===== config.mk =====
export PLATFORM = sky130hd
export DESIGN_NAME = page_commit_buf
export DESIGN_NICKNAME = d
export VERILOG_FILES = /design/src/rtl/pcb_pkg.sv /design/src/rtl/pcb_page_buffer.sv /design/src/rtl/pcb_commit_timer.sv /design/src/rtl/pcb_byte_array.sv /design/src/rtl/page_commit_buf.sv
export SDC_FILE = /design/constraint.sdc
export NUM_CORES = 2
export LEC_CHECK = 0
export BUFFER_PORTS_ARGS = -buffer_cell sky130_fd_sc_hd__buf_4
export CAP_MARGIN = 0
export CORE_MARGIN = 1
export CORE_UTILIZATION = 60
export CTS_BUF_LIST = sky130_fd_sc_hd__clkbuf_2
export DETAILED_ROUTE_END_ITERATION = 8
export PLACE_DENSITY = 0.86
export SLEW_MARGIN = 20
export SYNTH_ARGS = -nofsm -noshare
export SYNTH_HDL_FRONTEND = slang
export SYNTH_SLANG_ARGS = --single-unit

===== constraint.sdc =====
create_clock -name clk -period 3.1 [get_ports clk]
set_input_delay 0.465 -clock clk [delete_from_list [all_inputs] [get_ports clk]]
set_output_delay 0.465 -clock clk [all_outputs]
set_load 0.01 [all_outputs]

===== src/rtl/pcb_pkg.sv =====
package pcb_pkg;

    typedef logic [7:0] byte_t;

    typedef enum logic [1:0] {
        TXN_IDLE    = 2'd0,
        TXN_OPEN    = 2'd1,
        TXN_BLOCKED = 2'd2
    } txn_state_e;

    typedef struct packed {
        logic valid;
        logic ok;
    } ack_t;

    function automatic logic protect_hit(input logic wp, input logic upper_bit);
        return wp & upper_bit;
    endfunction

endpackage


===== src/rtl/pcb_page_buffer.sv =====
module pcb_page_buffer
    import pcb_pkg::*;
#(
    parameter int AW         = 8,
    parameter int PAGE_BYTES = 16,
    localparam int OW        = $clog2(PAGE_BYTES),
    localparam int PW        = AW - OW
) (
    input  logic                        clk,
    input  logic                        rst,
    input  logic                        hold,
    input  logic                        done,
    input  logic                        addr_load,
    input  logic [AW-1:0]               addr_val,
    input  logic                        data_stb,
    input  byte_t                       data_in,
    input  logic                        stop_stb,
    input  logic                        wp_in,
    output logic [PW-1:0]               page,
    output logic [PAGE_BYTES-1:0]       mask,
    output logic [PAGE_BYTES-1:0][7:0]  lanes,
    output logic                        commit_req,
    output ack_t                        ack
);

    txn_state_e    state;
    logic [OW-1:0] off;
    logic          first;

    always_ff @(posedge clk) begin
        if (rst) begin
            state <= TXN_IDLE;
            off   <= '0;
            page  <= '0;
            mask  <= '0;
            lanes <= '0;
            first <= 1'b0;
            ack   <= '0;
        end else begin
            ack.valid <= data_stb;
            ack.ok    <= 1'b0;
            if (done) mask <= '0;
            if (!hold) begin
                if (addr_load) begin
                    page  <= addr_val[AW-1:OW];
                    off   <= addr_val[OW-1:0];
                    mask  <= '0;
                    state <= TXN_OPEN;
                    first <= 1'b1;
                end else if (stop_stb) begin
                    state <= TXN_IDLE;
                end else if (data_stb && state == TXN_OPEN) begin
                    first <= 1'b0;
                    if (first && protect_hit(wp_in, page[PW-1])) begin
                        state <= TXN_BLOCKED;
                    end else begin
                        lanes[off] <= data_in;
                        mask[off]  <= 1'b1;
                        off        <= off + 1'b1;
                        ack.ok     <= 1'b1;
                    end
                end
            end
        end
    end

    assign commit_req = stop_stb && !hold && !addr_load && state == TXN_OPEN && (|mask);

    // accepted byte advances offset inside the same page
    assert_offset_in_page_R2: assert property (@(posedge clk) disable iff (rst)
        ack.valid && ack.ok |-> (off == OW'($past(off) + 1'b1)) && $stable(page));

    // a blocked transaction accepts nothing
    assert_blocked_refuses_R6: assert property (@(posedge clk) disable iff (rst)
        ack.valid && $past(state) == TXN_BLOCKED |-> !ack.ok);

    // strobes during the write cycle are refused
    assert_busy_refuses_R5: assert property (@(posedge clk) disable iff (rst)
        ack.valid && $past(hold) |-> !ack.ok);

endmodule


===== src/rtl/pcb_commit_timer.sv =====
module pcb_commit_timer #(
    parameter int CYCLES = 40,
    localparam int CW    = $clog2(CYCLES + 1)
) (
    input  logic clk,
    input  logic rst,
    input  logic start,
    output logic busy,
    output logic done
);

    logic [CW-1:0] remain;

    always_ff @(posedge clk) begin
        if (rst) begin
            busy   <= 1'b0;
            remain <= '0;
        end else if (!busy && start) begin
            busy   <= 1'b1;
            remain <= CW'(CYCLES - 1);
        end else if (busy) begin
            if (remain == '0) busy <= 1'b0;
            else              remain <= remain - 1'b1;
        end
    end

    assign done = busy && (remain == '0);

    // checker: length of each busy run
    logic [CW:0] run_len;
    always_ff @(posedge clk) begin
        if (rst)       run_len <= '0;
        else if (busy) run_len <= run_len + 1'b1;
        else           run_len <= '0;
    end

    // busy lasts exactly CYCLES cycles
    assert_busy_length_R5: assert property (@(posedge clk) disable iff (rst)
        $fell(busy) |-> run_len == (CW+1)'(CYCLES));

    // a start raises busy on the next edge
    assert_start_raises_R5: assert property (@(posedge clk) disable iff (rst)
        start && !busy |=> busy);

endmodule


===== src/rtl/pcb_byte_array.sv =====
module pcb_byte_array
    import pcb_pkg::*;
#(
    parameter int AW         = 8,
    parameter int PAGE_BYTES = 16,
    localparam int OW        = $clog2(PAGE_BYTES),
    localparam int PW        = AW - OW,
    localparam int DEPTH     = 1 << AW
) (
    input  logic                        clk,
    input  logic                        rst,
    input  logic                        wr_en,
    input  logic [PW-1:0]               wr_page,
    input  logic [PAGE_BYTES-1:0]       wr_mask,
    input  logic [PAGE_BYTES-1:0][7:0]  wr_lanes,
    input  logic [AW-1:0]               rd_addr,
    output byte_t                       rd_data
);

    byte_t         mem [DEPTH];
    logic [AW-1:0] lane_addr [PAGE_BYTES];

    for (genvar l = 0; l < PAGE_BYTES; l++) begin : g_lane
        assign lane_addr[l] = {wr_page, OW'(l)};
    end

    always_ff @(posedge clk) begin
        if (rst) begin
            for (int i = 0; i < DEPTH; i++) mem[i] <= 8'hFF;
            rd_data <= 8'hFF;
        end else begin
            rd_data <= mem[rd_addr];
            if (wr_en) begin
                for (int l = 0; l < PAGE_BYTES; l++)
                    if (wr_mask[l]) mem[lane_addr[l]] <= wr_lanes[l];
            end
        end
    end

    // a commit always carries at least one byte
    assert_commit_nonempty_R4: assert property (@(posedge clk) disable iff (rst)
        wr_en |-> |wr_mask);

endmodule


===== src/rtl/page_commit_buf.sv =====
module page_commit_buf
    import pcb_pkg::*;
#(
    parameter int MEM_BYTES  = 256,
    parameter int PAGE_BYTES = 16,
    parameter int WR_CYCLES  = 40,
    localparam int AW        = $clog2(MEM_BYTES),
    localparam int OW        = $clog2(PAGE_BYTES),
    localparam int PW        = AW - OW
) (
    input  logic          clk,
    input  logic          rst,
    input  logic          addr_load,
    input  logic [AW-1:0] addr_val,
    input  logic          data_stb,
    input  logic [7:0]    data_in,
    input  logic          stop_stb,
    input  logic          wp_in,
    output logic          busy,
    output logic          ack_valid,
    output logic          ack_ok,
    input  logic [AW-1:0] rd_addr,
    output logic [7:0]    rd_data
);

    logic [PW-1:0]              page;
    logic [PAGE_BYTES-1:0]      mask;
    logic [PAGE_BYTES-1:0][7:0] lanes;
    logic                       commit_req;
    logic                       done;
    ack_t                       ack;

    pcb_page_buffer #(.AW(AW), .PAGE_BYTES(PAGE_BYTES)) u_buf (
        .clk(clk), .rst(rst), .hold(busy), .done(done),
        .addr_load(addr_load), .addr_val(addr_val),
        .data_stb(data_stb), .data_in(data_in),
        .stop_stb(stop_stb), .wp_in(wp_in),
        .page(page), .mask(mask), .lanes(lanes),
        .commit_req(commit_req), .ack(ack)
    );

    pcb_commit_timer #(.CYCLES(WR_CYCLES)) u_timer (
        .clk(clk), .rst(rst), .start(commit_req), .busy(busy), .done(done)
    );

    pcb_byte_array #(.AW(AW), .PAGE_BYTES(PAGE_BYTES)) u_array (
        .clk(clk), .rst(rst), .wr_en(done), .wr_page(page),
        .wr_mask(mask), .wr_lanes(lanes),
        .rd_addr(rd_addr), .rd_data(rd_data)
    );

    assign ack_valid = ack.valid;
    assign ack_ok    = ack.ok;

    // a stop with nothing collected leaves busy low
    assert_empty_stop_idle_R8: assert property (@(posedge clk) disable iff (rst)
        stop_stb && !busy && mask == '0 |=> !busy);

    // every strobe is answered on the next cycle
    assert_ack_follows_R11: assert property (@(posedge clk) disable iff (rst)
        data_stb |=> ack_valid);

endmodule


==> results.json <==
{
  "cts_tree": "yes",
  "num_rows": 150,
  "yosysSeqAreaShare_pct": 64.4,
  "switchingPower_uw": 14100,
  "violations": "design-rule violations",
  "final_cell_mix": "edfxtp_1, or2_2, clkbuf_2, mux4_2, buf_4",
  "routed_wl_mm": 348,
  "arrival_ps": 2560,
  "drv_cap": 0,
  "antenna_found_initial": 53,
  "grt_start_max_net_pins": 145,
  "vias": 68000,
  "path_max_fanout": 12,
  "cp_data_required_time_ps": 2630,
  "syn_area_um2": 101000,
  "comb_power_share_pct": 5.4,
  "grt_use_total_pct": 40.9,
  "drive_gt1_share_pct": 48.7,
  "grt-ovfl-total": 0,
  "path_class": "flop to primary output",
  "layout_commonest_cell": "edfxtp_1",
  "fp.dieArea_um2": 170000,
  "ios": 41,
  "min_path_type": "input port to flop",
  "clockPowerShare_pct": 35.1,
  "clock.fmax_mhz": 330,
  "synth_edf_count": 2048,
  "place_inst": 9040,
  "internal-power_uw": 40700,
  "ys_dominant_reg_cell": "edfxtp_1",
  "holdPathStages": 8,
  "skew_ps": 185,
  "slew_headroom_pct": 10.6,
  "initial_utilization_pct": 60.4,
  "place.gp.congestion": 1.11,
  "insertion_delay_ps": 1910,
  "avgViaCountPerCell": 6.72,
  "finalHoldViolCount": 0,
  "period_share_pct": 97.7,
  "cts_made_buffers": 562,
  "postSynthCellCount": 6838,
  "outcome": "finished with violations",
  "setup_slack_ps": 72.1,
  "dieHeight_um": 412,
  "worst-r2r-cell-count": 7,
  "start_kind": "flop",
  "die_w_um": 412,
  "worst_pin_slew_ps": 1340,
  "detail-route-antenna-nets": 0,
  "syn_avg_cell_area_um2": 14.8,
  "post-route-min-period_ps": 3030,
  "synth.distinct_cells": 60,
  "finish.utilization_pct": 67.1,
  "async_reset_ff_share_pct": 0,
  "rsz0062_at_grt": "yes",
  "path_clk_slew_ps": 140,
  "yosysTopAreaCell": "edfxtp_1",
  "pwr-share-seq_pct": 59.5,
  "root_buffer": "clkbuf_2",
  "setup_viol_count_final": 0,
  "power_density_nw_per_um2": 489,
  "htree_levels": 6,
  "leakagePower_uw": 0.0303,
  "syn_nets": 6874,
  "synth_top_area_share_pct": 61.0,
  "clkSinkCount": 2220,
  "synth_seq_cells": 2220,
  "syn2layout_area_growth_pct": 11.0,
  "irDropWorstVdd_mv": 0.388,
  "grt_pass1_wl_mm": 477,
  "cp-end-kind": "primary output",
  "io_buffers": 40,
  "drc": 3,
  "yosys-top-cells-area": "edfxtp_1, or2_2, mux4_2",
  "slew_viol_final": 0,
  "dp_hpwl_mm": 229,
  "switching_share_pct": 25.7,
  "first_pass_iters": 9,
  "grt_pass1_vias": 66000,
  "place_ws_ps": -323,
  "core-area_um2": 167000,
  "yosys_warnings": 0,
  "drt_iter0_drc": 11100,
  "fin_nets": 7534,
  "fin_cells": 10100,
  "clk_path_buf_depth": 4,
  "drt-wirelength-per-cell_um": 34.4
}
[layout make-up]
cell class	instances	area (µm²)
multi-input cells	4159	34300
fillers	11200	55000
inverters	5	18.8
repair buffers	550	5160
well taps	2204	2760
clock inverters	141	687
flip-flops and latches	2220	65000
clock buffers	793	3970
diodes	50	125
[path summary, 6_finish.rpt]
path                                     start                  to  slack [ps]
worst max register to register    u_buf.off[2]     u_buf.lanes[58]         100
worst min-delay path                rd_addr[3]  u_array.rd_data[6]         190
worst min register to register  u_buf.state[0]      u_buf.state[0]         530
worst max-delay path              u_timer.busy                busy          70
[routing by layer]
layer  track usage [%]  vias to the layer above  wire length [µm]
met3              15.2                     1521             57400
met1              48.1                    32900            106000
met4              35.1                       20             34400
met2              59.6                     6693            150000
met5             0.254                        -               171
li1                  -                    26900                 -
[through the flow]
step                instance area, µm²  hold WS, ps  setup TNS, ps  total power (µW)
floorplan                       101000          449              0             34800
detailed placement              106000          493          -1040             36000
CTS                             111000         20.7          -48.7             54500
global placement                106000          463          -1130             35900
global route                    112000          167          -10.1             56200
finish                          112000          186              0             54800
[flip-flops by register name, summed over array words and instances, names as in the netlist]
name	flops
u_buf.lanes	128
u_timer.remain	6
u_buf.mask	16
u_timer.busy	1
u_array.mem	2048
u_buf.ack	2
u_buf.page	4
u_buf.off	4
u_buf.first	1
u_buf.state	2
u_array.rd_data	8
[cells by family after synthesis]
kind of cell | count (synthesis) | share of synthesized area (%)
multiplexers | 723 | 13.1
AND/OR/NAND/NOR | 3002 | 17.3
flip-flops | 2220 | 64.4
AO/OA/AOI/OAI | 423 | 3.02
XOR/XNOR | 5 | 0.0434
buffers and inverters | 459 | 2.11
adder cells (fa/ha/maj) | 6 | 0.0744
[power groups by stage]
stage	registers, µW	clock network (µW)	logic (µW)
after detailed placement	33300	0	2690
after global placement	33300	0	2640
after global routing	32600	20500	3040
after floorplan	33200	0	1570
after CTS	32600	19100	2820
final	32600	19200	2990
[critical path: stages, from the launching register on]
cell and delay, ps:
dfxtp_2 380, buf_8 150, buf_6 120
[cells in the mapped netlist, types with 6 or more instances]
cell,instances
edfxtp_1,2048
buf_2,106
and2_1,24
buf_1,16
nor3_1,8
a221oi_1,10
o21ai_1,6
or2_2,1794
mux2i_1,208
dfxtp_1,172
clkbuf_1,283
buf_4,24
a22oi_1,120
nor2_1,211
a221oi_2,7
a21boi_0,7
nand4b_1,9
a22o_1,30
a21oi_1,55
or3_1,131
buf_6,25
a211oi_1,44
o22ai_1,40
ha_1,6
o2111ai_1,16
nand2_1,338
o21ai_0,34
nor2b_1,37
or2_1,128
mux4_2,468
nor4_1,22
mux2_4,7
nor2_2,14
mux2_2,40
o211ai_1,15
o21bai_1,17
nand2b_1,258
a2111oi_1,6
a211o_1,9
[timing repair]
| action | in CTS | in global routing |
|---|---|---|
| hold endpoints to repair | 4147 | 1 |
| resized for setup | 20 | 147 |
| setup buffers | 0 | 0 |
| endpoints found under the setup margin | 44 | 1692 |
| hold buffers | 97 | 1 |
(Power assumes the default switching activity.)
